[src/rtl/i2cs_pkg.sv]
package i2cs_pkg;
  localparam int BYTE_W   = 8;
  localparam int ADDR_W   = 10;
  localparam int CNT_W    = $clog2(BYTE_W + 1);
  localparam logic [4:0] HDR10_TAG = 5'b11110;

  typedef enum logic [2:0] {
    SL_IDLE, SL_ADR1, SL_ADR2, SL_RXD, SL_TXD, SL_SKIP
  } sl_state_t;

  // compare the low nb bits, masked bits are don't-care
  function automatic logic masked_eq(input logic [ADDR_W-1:0] got,
                                     input logic [ADDR_W-1:0] own,
                                     input logic [ADDR_W-1:0] msk,
                                     input int nb);
    logic ok;
    ok = 1'b1;
    for (int i = 0; i < ADDR_W; i++)
      if (i < nb && !msk[i] && (got[i] != own[i])) ok = 1'b0;
    return ok;
  endfunction

  // 10-bit header: tag plus address bits 9:8 under mask
  function automatic logic hdr10_hit(input logic [BYTE_W-1:0] b,
                                     input logic [ADDR_W-1:0] own,
                                     input logic [ADDR_W-1:0] msk);
    return (b[7:3] == HDR10_TAG) &&
           masked_eq({8'b0, b[2:1]}, {8'b0, own[9:8]}, {8'b0, msk[9:8]}, 2);
  endfunction
endpackage

[src/rtl/i2cs_sync.sv]
module i2cs_sync #(
  parameter int STAGES = 2
) (
  input  logic clk,
  input  logic rst_n,
  input  logic scl_i,
  input  logic sda_i,
  output logic sda_s,
  output logic scl_rise,
  output logic scl_fall,
  output logic start_det,
  output logic stop_det
);
  logic [STAGES-1:0] scl_ff, sda_ff;
  logic scl_p, sda_p, scl_s;

  always_ff @(posedge clk or negedge rst_n) begin
    if (!rst_n) begin
      scl_ff <= '1;
      sda_ff <= '1;
      scl_p  <= 1'b1;
      sda_p  <= 1'b1;
    end else begin
      scl_ff <= {scl_ff[STAGES-2:0], scl_i};
      sda_ff <= {sda_ff[STAGES-2:0], sda_i};
      scl_p  <= scl_ff[STAGES-1];
      sda_p  <= sda_ff[STAGES-1];
    end
  end

  assign scl_s     = scl_ff[STAGES-1];
  assign sda_s     = sda_ff[STAGES-1];
  assign scl_rise  = scl_s & ~scl_p;
  assign scl_fall  = ~scl_s & scl_p;
  assign start_det = scl_s & scl_p & sda_p & ~sda_s;
  assign stop_det  = scl_s & scl_p & ~sda_p & sda_s;
endmodule

[src/rtl/i2cs_regs.sv]
module i2cs_regs
  import i2cs_pkg::*;
(
  input  logic              clk,
  input  logic              rst_n,
  input  logic              push,
  input  logic [BYTE_W-1:0] push_data,
  input  logic              rd,
  input  logic              ovr_set,
  input  logic              tx_wr,
  input  logic [BYTE_W-1:0] tx_wdata,
  output logic [BYTE_W-1:0] rx_data,
  output logic              rx_full,
  output logic              overrun,
  output logic [BYTE_W-1:0] tx_hold
);
  always_ff @(posedge clk or negedge rst_n) begin
    if (!rst_n) begin
      rx_data <= '0;
      rx_full <= 1'b0;
      overrun <= 1'b0;
      tx_hold <= '0;
    end else begin
      if (push) begin
        rx_data <= push_data;
        rx_full <= 1'b1;
      end else if (rd) begin
        rx_full <= 1'b0;
      end
      if (ovr_set)  overrun <= 1'b1;
      else if (rd)  overrun <= 1'b0;
      if (tx_wr)    tx_hold <= tx_wdata;
    end
  end
endmodule

[src/rtl/i2c_addr_slave.sv]
module i2c_addr_slave
  import i2cs_pkg::*;
#(
  parameter int SYNC_STAGES = 2
) (
  input  logic              clk,
  input  logic              rst_n,
  input  logic              scl_i,
  input  logic              sda_i,
  output logic              scl_oe,
  output logic              sda_oe,
  input  logic [ADDR_W-1:0] own_addr,
  input  logic [ADDR_W-1:0] addr_mask,
  input  logic              addr10_en,
  input  logic              tx_wr,
  input  logic [BYTE_W-1:0] tx_wdata,
  input  logic              rx_rd,
  output logic [BYTE_W-1:0] rx_data,
  output logic              rx_full,
  output logic              overrun,
  input  logic              scl_release,
  output logic              addressed,
  output logic              is_read,
  output logic              slv_irq
);
  localparam logic [CNT_W-1:0] LAST_BIT = CNT_W'(BYTE_W - 1);
  localparam logic [CNT_W-1:0] ALL_BITS = CNT_W'(BYTE_W);

  logic sda_s, scl_rise, scl_fall, start_det, stop_det;
  sl_state_t state, nxt_q, dec_nxt;
  logic [CNT_W-1:0]  cnt;
  logic [BYTE_W-1:0] sr, txsr, rcv_byte, tx_hold;
  logic in_ack, ack_q, hold_arm, hold_act, rel_bit, mack, sda_oe_q, hdr10_ok, irq_q;
  logic dec_ack, dec_hit, dec_dir, dec_hold, dec_push, dec_ovr, dec_h10;
  logic rcv_st, byte_done, tx_ack_fall, rx_push, ovr_evt, clr_rel, irq_d;

  i2cs_sync #(.STAGES(SYNC_STAGES)) u_sync (
    .clk(clk), .rst_n(rst_n), .scl_i(scl_i), .sda_i(sda_i), .sda_s(sda_s),
    .scl_rise(scl_rise), .scl_fall(scl_fall), .start_det(start_det), .stop_det(stop_det));

  // named events
  assign rcv_st      = (state == SL_ADR1) || (state == SL_ADR2) || (state == SL_RXD);
  assign rcv_byte    = {sr[BYTE_W-2:0], sda_s};
  assign byte_done   = rcv_st && scl_rise && !in_ack && (cnt == LAST_BIT);
  assign tx_ack_fall = (state == SL_TXD) && scl_fall && in_ack;
  assign rx_push     = byte_done && dec_push;
  assign ovr_evt     = byte_done && dec_ovr;
  assign clr_rel     = (byte_done && dec_hold) || (tx_ack_fall && mack);
  assign irq_d       = (byte_done && (dec_hit || dec_push)) || (tx_ack_fall && mack);

  // decision at byte completion
  always_comb begin
    dec_ack = 1'b0; dec_hit = 1'b0; dec_dir = 1'b0; dec_hold = 1'b0;
    dec_push = 1'b0; dec_ovr = 1'b0; dec_h10 = 1'b0; dec_nxt = SL_SKIP;
    case (state)
      SL_ADR1: begin
        if (!addr10_en) begin
          if (masked_eq({3'b0, rcv_byte[7:1]}, own_addr, addr_mask, 7)) begin
            dec_ack = 1'b1; dec_hit = 1'b1; dec_dir = rcv_byte[0]; dec_hold = 1'b1;
            dec_nxt = rcv_byte[0] ? SL_TXD : SL_RXD;
          end
        end else if (hdr10_hit(rcv_byte, own_addr, addr_mask)) begin
          if (!rcv_byte[0]) begin
            dec_ack = 1'b1; dec_nxt = SL_ADR2;
          end else if (hdr10_ok) begin
            dec_ack = 1'b1; dec_hit = 1'b1; dec_dir = 1'b1; dec_hold = 1'b1;
            dec_nxt = SL_TXD;
          end
        end
      end
      SL_ADR2: begin
        if (masked_eq({2'b0, rcv_byte}, own_addr, addr_mask, 8)) begin
          dec_ack = 1'b1; dec_hit = 1'b1; dec_h10 = 1'b1; dec_hold = 1'b1;
          dec_nxt = SL_RXD;
        end
      end
      SL_RXD: begin
        if (rx_full && !rx_rd) dec_ovr = 1'b1;
        else begin
          dec_push = 1'b1; dec_ack = 1'b1; dec_hold = 1'b1; dec_nxt = SL_RXD;
        end
      end
      default: ;
    endcase
  end

  always_ff @(posedge clk or negedge rst_n) begin
    if (!rst_n) rel_bit <= 1'b1;
    else if (scl_release) rel_bit <= 1'b1;
    else if (clr_rel) rel_bit <= 1'b0;
  end

  always_ff @(posedge clk or negedge rst_n) begin
    if (!rst_n) begin
      state <= SL_IDLE; nxt_q <= SL_IDLE; cnt <= '0; sr <= '0; txsr <= '0;
      in_ack <= 1'b0; ack_q <= 1'b0; hold_arm <= 1'b0; hold_act <= 1'b0;
      mack <= 1'b0; sda_oe_q <= 1'b0; addressed <= 1'b0; is_read <= 1'b0;
      hdr10_ok <= 1'b0; irq_q <= 1'b0;
    end else begin
      irq_q <= irq_d;
      if (start_det || stop_det) begin
        state <= stop_det ? SL_IDLE : SL_ADR1;
        cnt <= '0; in_ack <= 1'b0; sda_oe_q <= 1'b0; hold_act <= 1'b0;
        addressed <= 1'b0; is_read <= 1'b0;
        if (stop_det) hdr10_ok <= 1'b0;
      end else begin
        if (hold_act && rel_bit) begin
          hold_act <= 1'b0;
          if (state == SL_TXD) begin
            txsr <= tx_hold; sda_oe_q <= ~tx_hold[BYTE_W-1];
          end
        end
        if (rcv_st) begin
          if (scl_rise && !in_ack && cnt < ALL_BITS) begin
            sr <= rcv_byte; cnt <= cnt + 1'b1;
            if (cnt == LAST_BIT) begin
              ack_q <= dec_ack; nxt_q <= dec_nxt; hold_arm <= dec_hold;
              if (dec_hit) begin addressed <= 1'b1; is_read <= dec_dir; end
              if (dec_h10) hdr10_ok <= 1'b1;
            end
          end
          if (scl_fall && !in_ack && cnt == ALL_BITS) begin
            in_ack <= 1'b1; sda_oe_q <= ack_q;
          end
          if (scl_fall && in_ack) begin
            in_ack <= 1'b0; sda_oe_q <= 1'b0; cnt <= '0;
            state <= nxt_q; hold_act <= hold_arm;
          end
        end else if (state == SL_TXD) begin
          if (scl_rise && !in_ack) cnt <= cnt + 1'b1;
          if (scl_rise && in_ack)  mack <= ~sda_s;
          if (scl_fall && !in_ack && cnt != '0) begin
            if (cnt == ALL_BITS) begin
              in_ack <= 1'b1; sda_oe_q <= 1'b0;
            end else begin
              txsr <= {txsr[BYTE_W-2:0], 1'b0}; sda_oe_q <= ~txsr[BYTE_W-2];
            end
          end
          if (tx_ack_fall) begin
            in_ack <= 1'b0; cnt <= '0;
            if (mack) hold_act <= 1'b1;
            else      state <= SL_SKIP;
          end
        end
      end
    end
  end

  i2cs_regs u_regs (
    .clk(clk), .rst_n(rst_n), .push(rx_push), .push_data(rcv_byte), .rd(rx_rd),
    .ovr_set(ovr_evt), .tx_wr(tx_wr), .tx_wdata(tx_wdata), .rx_data(rx_data),
    .rx_full(rx_full), .overrun(overrun), .tx_hold(tx_hold));

  assign scl_oe  = hold_act && !rel_bit;
  assign sda_oe  = sda_oe_q;
  assign slv_irq = irq_q;
endmodule

[config.mk]
export PLATFORM = sky130hd
export DESIGN_NAME = i2c_addr_slave
export DESIGN_NICKNAME = d
export VERILOG_FILES = /design/src/rtl/i2cs_pkg.sv /design/src/rtl/i2cs_sync.sv /design/src/rtl/i2cs_regs.sv /design/src/rtl/i2c_addr_slave.sv
export SDC_FILE = /design/constraint.sdc
export NUM_CORES = 1
export LEC_CHECK = 0
export BUFFER_PORTS_ARGS = -buffer_cell sky130_fd_sc_hd__buf_2
export CAP_MARGIN = 40
export CORE_MARGIN = 2
export CORE_UTILIZATION = 47
export DETAILED_ROUTE_END_ITERATION = 10
export PLACE_DENSITY = 0.72
export SLEW_MARGIN = 5
export SYNTH_ARGS = -nofsm -noshare
export SYNTH_HDL_FRONTEND = slang
export SYNTH_HIERARCHICAL = 1
export SYNTH_SLANG_ARGS = --single-unit
[constraint.sdc]
create_clock -name clk -period 6.23 [get_ports clk]
set_input_delay 0.3115 -clock clk [delete_from_list [all_inputs] [get_ports clk]]
set_output_delay 0.3115 -clock clk [all_outputs]
set_load 0.03 [all_outputs]
Yosys cells after proc, flatten, opt, wreduce, memory -nomap -nowiden
Index checks and enable logic that the tools add are counted.
{"block": "word_totals", "reg_bits": 60, "input_bits": 36, "word_cells": 265, "out_inout_bits": 15}
{"block": "op_classes", "eq_ne": 29, "n_lt_le_gt_ge": 1, "bitwise_logic": 15, "reduce_logical": 79, "n_mux": 116, "addsub": 1}
{"op": "two-way mux 1 bit", "n": 86}
{"op": "two-way mux 8 bit", "n": 6}
{"op": "two-way mux 3 bit", "n": 13}
{"op": "logical AND 1 bit", "n": 38}
{"op": "two-way mux 4 bit", "n": 7}
{"op": "AND reduction 4 bit", "n": 5}
{"op": "!= test 1 bit", "n": 17}
{"op": "nonzero test 2 bit", "n": 8}
{"op": "nonzero test 4 bit", "n": 4}
{"op": "logical NOT 1 bit", "n": 13}
{"op": "one-hot mux 3 bit (3 select lines)", "n": 1}
{"op": "!= test 4 x 1 -> 1 bit (second input constant)", "n": 2}
{"op": "NOT 1 bit", "n": 8}
{"op": "bitwise AND 1 bit", "n": 7}
{"op": "== test 3 x 2 -> 1 bit (second input constant)", "n": 2}
{"op": "logical OR 1 bit", "n": 6}
{"op": "!= test 3 x 1 -> 1 bit (second input constant)", "n": 2}
{"op": "one-hot mux 1 bit (3 select lines)", "n": 2}
{"op": "AND reduction 3 bit", "n": 2}
{"op": "nonzero test 3 bit", "n": 2}
{"op": "== test 5 bit (second input constant)", "n": 1}
{"op": "AND reduction 5 bit", "n": 1}
{"op": "adder 4 x 1 -> 4 bit (second input constant)", "n": 1}
{"op": "== test 4 x 3 -> 1 bit (second input constant)", "n": 1}
{"op": "other kinds (6)", "n": 6}

Depth between registers and ports, before layout
{"block": "depth", "ltp_word": 19, "depth_mapped": 7}

Cells and area by module
The synthesis kept the hierarchy.
{"module": "i2c_addr_slave", "cells_each": 213, "area_each_um2": 2011.9, "instances": 1}
{"module": "i2cs_regs", "cells_each": 39, "area_each_um2": 733.2, "instances": 1}
{"module": "i2cs_sync", "cells_each": 10, "area_each_um2": 190.2, "instances": 1}

Worst setup path after synthesis
Ideal clock, no wire load.
{"block": "synth_path", "kind": "flip-flop to flip-flop", "from": "register u_sync.sda_ff[1]", "to": "register txsr[1]", "path_buffers": 1, "required_time_ps": 6108, "period_less_slack_ps": 2126, "t_arrival_ps": 2004, "slack_ps": 4104, "path_stages_with_launch": 8, "path_cell_list": "dfstp_2 > and4b_1 > or2_2 > clkbuf_1 > nor3_2 > nand2_1 > o22ai_1 > nor2_1"}
{"block": "synth_via", "elab_chain_len": 3, "word_cells_on_any_way": 4, "cone_classes": "bitwise (3); reduce/logical (1)"}
{"element": "start: declaration", "line_no": "i2cs_sync.sv:14", "rtl": "logic [STAGES-1:0] scl_ff, sda_ff;"}
{"element": "start signal: assignment", "line_no": "i2cs_sync.sv:25", "rtl": "sda_ff <= {sda_ff[STAGES-2:0], sda_i};"}
{"element": "NOT 1 bit", "line_no": "i2cs_sync.sv:35", "rtl": "assign start_det = scl_s & scl_p & sda_p & ~sda_s;"}
{"element": "bitwise AND 1 bit", "line_no": "i2cs_sync.sv:35"}
{"element": "via start_det", "line_no": "i2c_addr_slave.sv:29", "rtl": "logic sda_s, scl_rise, scl_fall, start_det, stop_det;"}
{"element": "logical OR 1 bit", "line_no": "i2c_addr_slave.sv:101", "rtl": "if (start_det || stop_det) begin"}
{"element": "end signal: assignment", "line_no": "i2c_addr_slave.sv:110", "rtl": "txsr <= tx_hold; sda_oe_q <= ~tx_hold[BYTE_W-1];"}
{"element": "end signal: assignment", "line_no": "i2c_addr_slave.sv:136", "rtl": "txsr <= {txsr[BYTE_W-2:0], 1'b0}; sda_oe_q <= ~txsr[BYTE_W-2];"}
{"element": "end: declaration", "line_no": "i2c_addr_slave.sv:32", "rtl": "logic [BYTE_W-1:0] sr, txsr, rcv_byte, tx_hold;"}
The timed path passes the listed nets, and every way through them passes these cells.
A chain may end at the register's enable or synchronous reset.

Worst setup path after layout
{"block": "layout_path", "from": "register u_sync.scl_ff[1]", "to": "register u_regs.rx_data[5]"}
{"block": "layout_via", "elab_chain_len": 5}
{"element": "start: declaration", "line_no": "i2cs_sync.sv:14"}
{"element": "start signal: assignment", "line_no": "i2cs_sync.sv:24", "rtl": "scl_ff <= {scl_ff[STAGES-2:0], scl_i};"}
{"element": "bitwise AND 1 bit", "line_no": "i2cs_sync.sv:33", "rtl": "assign scl_rise = scl_s & ~scl_p;"}
{"element": "via scl_rise", "line_no": "i2c_addr_slave.sv:29"}
{"element": "logical AND 1 bit (3 in series)", "line_no": "i2c_addr_slave.sv:44", "rtl": "assign byte_done = rcv_st && scl_rise && !in_ack && (cnt == LAST_BIT);"}
{"element": "logical AND 1 bit", "line_no": "i2c_addr_slave.sv:46", "rtl": "assign rx_push = byte_done && dec_push;"}
{"element": "via rx_push", "line_no": "i2c_addr_slave.sv:35", "rtl": "logic rcv_st, byte_done, tx_ack_fall, rx_push, ovr_evt, clr_rel, irq_d;"}
{"element": "end signal: assignment", "line_no": "i2cs_regs.sv:25", "rtl": "rx_data <= push_data;"}
{"element": "end: declaration", "line_no": "i2cs_regs.sv:12", "rtl": "output logic [BYTE_W-1:0] rx_data,"}
The timed path passes the listed nets, and every way through them passes these cells.

==> run metrics <==
die height=83.03 um; FF+latch count, synth=59; Setup violations, final=0; pre-CTS WS=3.850 ns; total grt overflow=0; setup tns final=0 ns; layout cells sized above 1=0.3364; crit path cell chain=nor2b_1, nand2b_1, nor2_1, nand3_1, nor2_1, buf_6, mux2_4; Clock transition at path regs=0.07 ns; Worst setup SP type=flip-flop; EDFF count, synth=0; Net Sw Frac=0.3180; Worst-Margin Slew=0.7020 ns; Synth Net Count=300; vias in the first global route=2,146; RePlAce Congestion=0.8842; RSZ-0062 raised after global routing=no; CP delay by family, top=simple AND/OR/NAND/NOR gates; Rows=28; status=finished clean; wire per inst=14.92 um; Detailed Place HPWL=4417 um; Detail Route Antenna Nets=0; via count=2,191; clock power share=0.318; Slew Limit Fails=0; Final #Nets=357; Layout Skew=0.009702 ns; max incr delay on CP=0.59 ns; most frequent cells in the layout=52 x dfrtp_1, 50 x buf_2, 22 x nor2_1, 18 x xnor2_1; critical path's slowest cell=nor2_1; Ports=51; kind of critical path=reg -> reg; sequential share of the synthesized area=0.5060; TritonCTS Buffers=9; mean post-synth cell area=11.20 um2; Post-CTS Hold Buffers=0; PD cells=347.2 nW/um2; Post-CTS Setup Bufs=0; Crit path top cell by count=nor2_1; vias per cell=5.491; mapped cell area=2935 um2; Reg power frac=0.447; Setup WS post-layout=3.841 ns; crit path buf inv count=1; Worst Hold Class=in -> reg; Fillers=509; initial antenna violation count=0; CTS Buffer Depth=2; Comb power frac=0.235; Worst slew margin=0.5303; Crit path arrival time=2.62 ns; synth unique cells=49; I/O Buffers=50; top_reg_cell synth=dfrtp_1; Crit Path Max Fanout=6; largest net degree at the start of global routing=60; fmax=0.4186 GHz; Post-CTS Resized=0; Die Area=6893 um2; final wirelength=5954 um; clock sink count=59; CP Data Required Time=6.46 ns; Root Buffer=clkbuf_8; Antenna Cells=0; die width=83.03 um; final hold vios=0; Worst VDD drop=159.9 uV; H-Tree Depth=3; Global Route Usage Sum=0.1901; fin crit period=2.389 ns; Initial Util=0.4900; core footprint=5991 um2; first-pass GRT wire length=10,380 um; Post-route DRC=0; 1st-iter DRT viols=128; Lkg Pwr=0.001622 uW; Post-synth ARST share=1.000; cells after synthesis=262; Synth warnings=6; drt first pass iters=4; CTS tree=done; cell-internal power=822.3 uW; max-cap violation count=0; Area Growth Syn to Fin=18.29%; CP endpoint kind=flip-flop; net switching power=383.4 uW; period utilization=0.3834; commonest non-fill, non-tap cell in the layout=dfrtp_1; clk_lat worst skew=0.35 ns
[path summary, 6_finish.rpt]
kind                                            start                       endpoint  slack [ns]  cells past startpoint
max                        u_sync/scl_ff[1]$_DFF_PN1_  u_regs/rx_data[5]$_DFFE_PN0P_        3.84                      7
max in group asynchronous                       rst_n           hdr10_ok$_DFFE_PN0P_        5.66                      2
min                                             sda_i     u_sync/sda_ff[0]$_DFF_PN1_        0.06                      1
min reg2reg                u_sync/scl_ff[0]$_DFF_PN1_     u_sync/scl_ff[1]$_DFF_PN1_        0.36                      0
max reg2reg                u_sync/scl_ff[1]$_DFF_PN1_  u_regs/rx_data[5]$_DFFE_PN0P_        3.84                      7
min in group asynchronous                       rst_n  u_regs/tx_hold[5]$_DFFE_PN0P_        0.09                      2
[area by class of cell]
| class | instances | area, um2 | area share |
|---|---|---|---|
| flip-flops and latches | 59 | 1485 | 0.4277 |
| multi-input cells | 189 | 1375 | 0.3960 |
| repair buffers | 52 | 269.0 | 0.07748 |
| clock buffers | 10 | 127.6 | 0.03676 |
| well taps | 75 | 93.84 | 0.02703 |
| clock inverters | 6 | 91.34 | 0.02631 |
| inverters | 8 | 30.03 | 0.008649 |
[power groups by stage]
stage	Combinational [uW]	Clock [uW]	Sequential, uW
final	283	383	539
after global routing	322	409	552
after CTS	286	387	537
after detailed placement	286	0	543
after global placement	277	0	541
after floorplan	233	0	521
[per-stage QoR]
stage          area [um2]  utilization  cells  power, uW  hold WS [ns]
2_1_floorplan        2935            -    262      753.8       0.01591
3_3_place_gp         3242       0.5411    382      817.8        0.3458
3_5_place_dp         3253       0.5430    383      828.2        0.3491
4_1_cts              3472       0.5796    399       1210       0.05082
5_1_grt              3472       0.5796    399       1283       0.04439
6_report             3472       0.5796    399       1206       0.06062
[logic make-up after synthesis]
kind of cell / after synthesis / share of synthesized area
and+or+nand+nor: 88 / 0.1645
AOI/OAI and AO/OA: 57 / 0.1296
DFF: 59 / 0.5060
muxes: 24 / 0.1121
xor gates and xnor gates: 18 / 0.05371
buffers and inverters: 14 / 0.02557
adders and majority gates: 2 / 0.008524
[registers in the layout, indices dropped and copies added, names as in the netlist, 2 cells and up]
register        cells
txsr                7
u_regs/rx_data      8
cnt                 4
state               3
u_regs/tx_hold      8
sr                  7
u_sync/sda_ff       2
u_sync/scl_ff       2
nxt_q               3
[per-layer routing]
layer	GRT usage	part of all wire	wire, um
met1	0.2583	0.47	2778
met5	0	0	0
met3	0.04573	0.044	264
met4	0.08495	0.021	128
met2	0.2896	0.47	2783
[cell usage after synthesis (2+ instances only)]
library cell  count  area share
dfrtp_1          52        0.44
nor2_1           22       0.028
xnor2_1          18       0.054
mux2_4           16       0.082
nand2_1          16       0.020
o21ai_0          14       0.024
o22ai_1          13       0.028
inv_1             8       0.010
nor3_1            8       0.014
dfstp_2           7       0.063
mux2_2            7       0.027
nand2b_1          7       0.015
a21oi_1           6       0.010
nand3_1           5      0.0085
nand4_1           5       0.011
and4b_1           4       0.014
nor2b_1           4      0.0085
a21o_1            3      0.0077
buf_6             3       0.012
clkbuf_1          3      0.0038
o21a_1            3      0.0077
o31ai_1           3      0.0077
a22o_1            2      0.0060
ha_1              2      0.0085
nor2_2            2      0.0043
nor3_2            2      0.0068
nor3b_1           2      0.0051
nor4_2            2      0.0085
o211ai_1          2      0.0051
or2_1             2      0.0043
[worst reg2reg max path, cell delays in order, from the launching register on]
cell      delay [ns]
dfstp_2         0.55
nor2b_1         0.18
nand2b_1        0.09
nor2_1          0.15
nand3_1         0.18
nor2_1          0.59
buf_6           0.23
mux2_4          0.31
No activity file was read; power rests on OpenSTA's default activity.
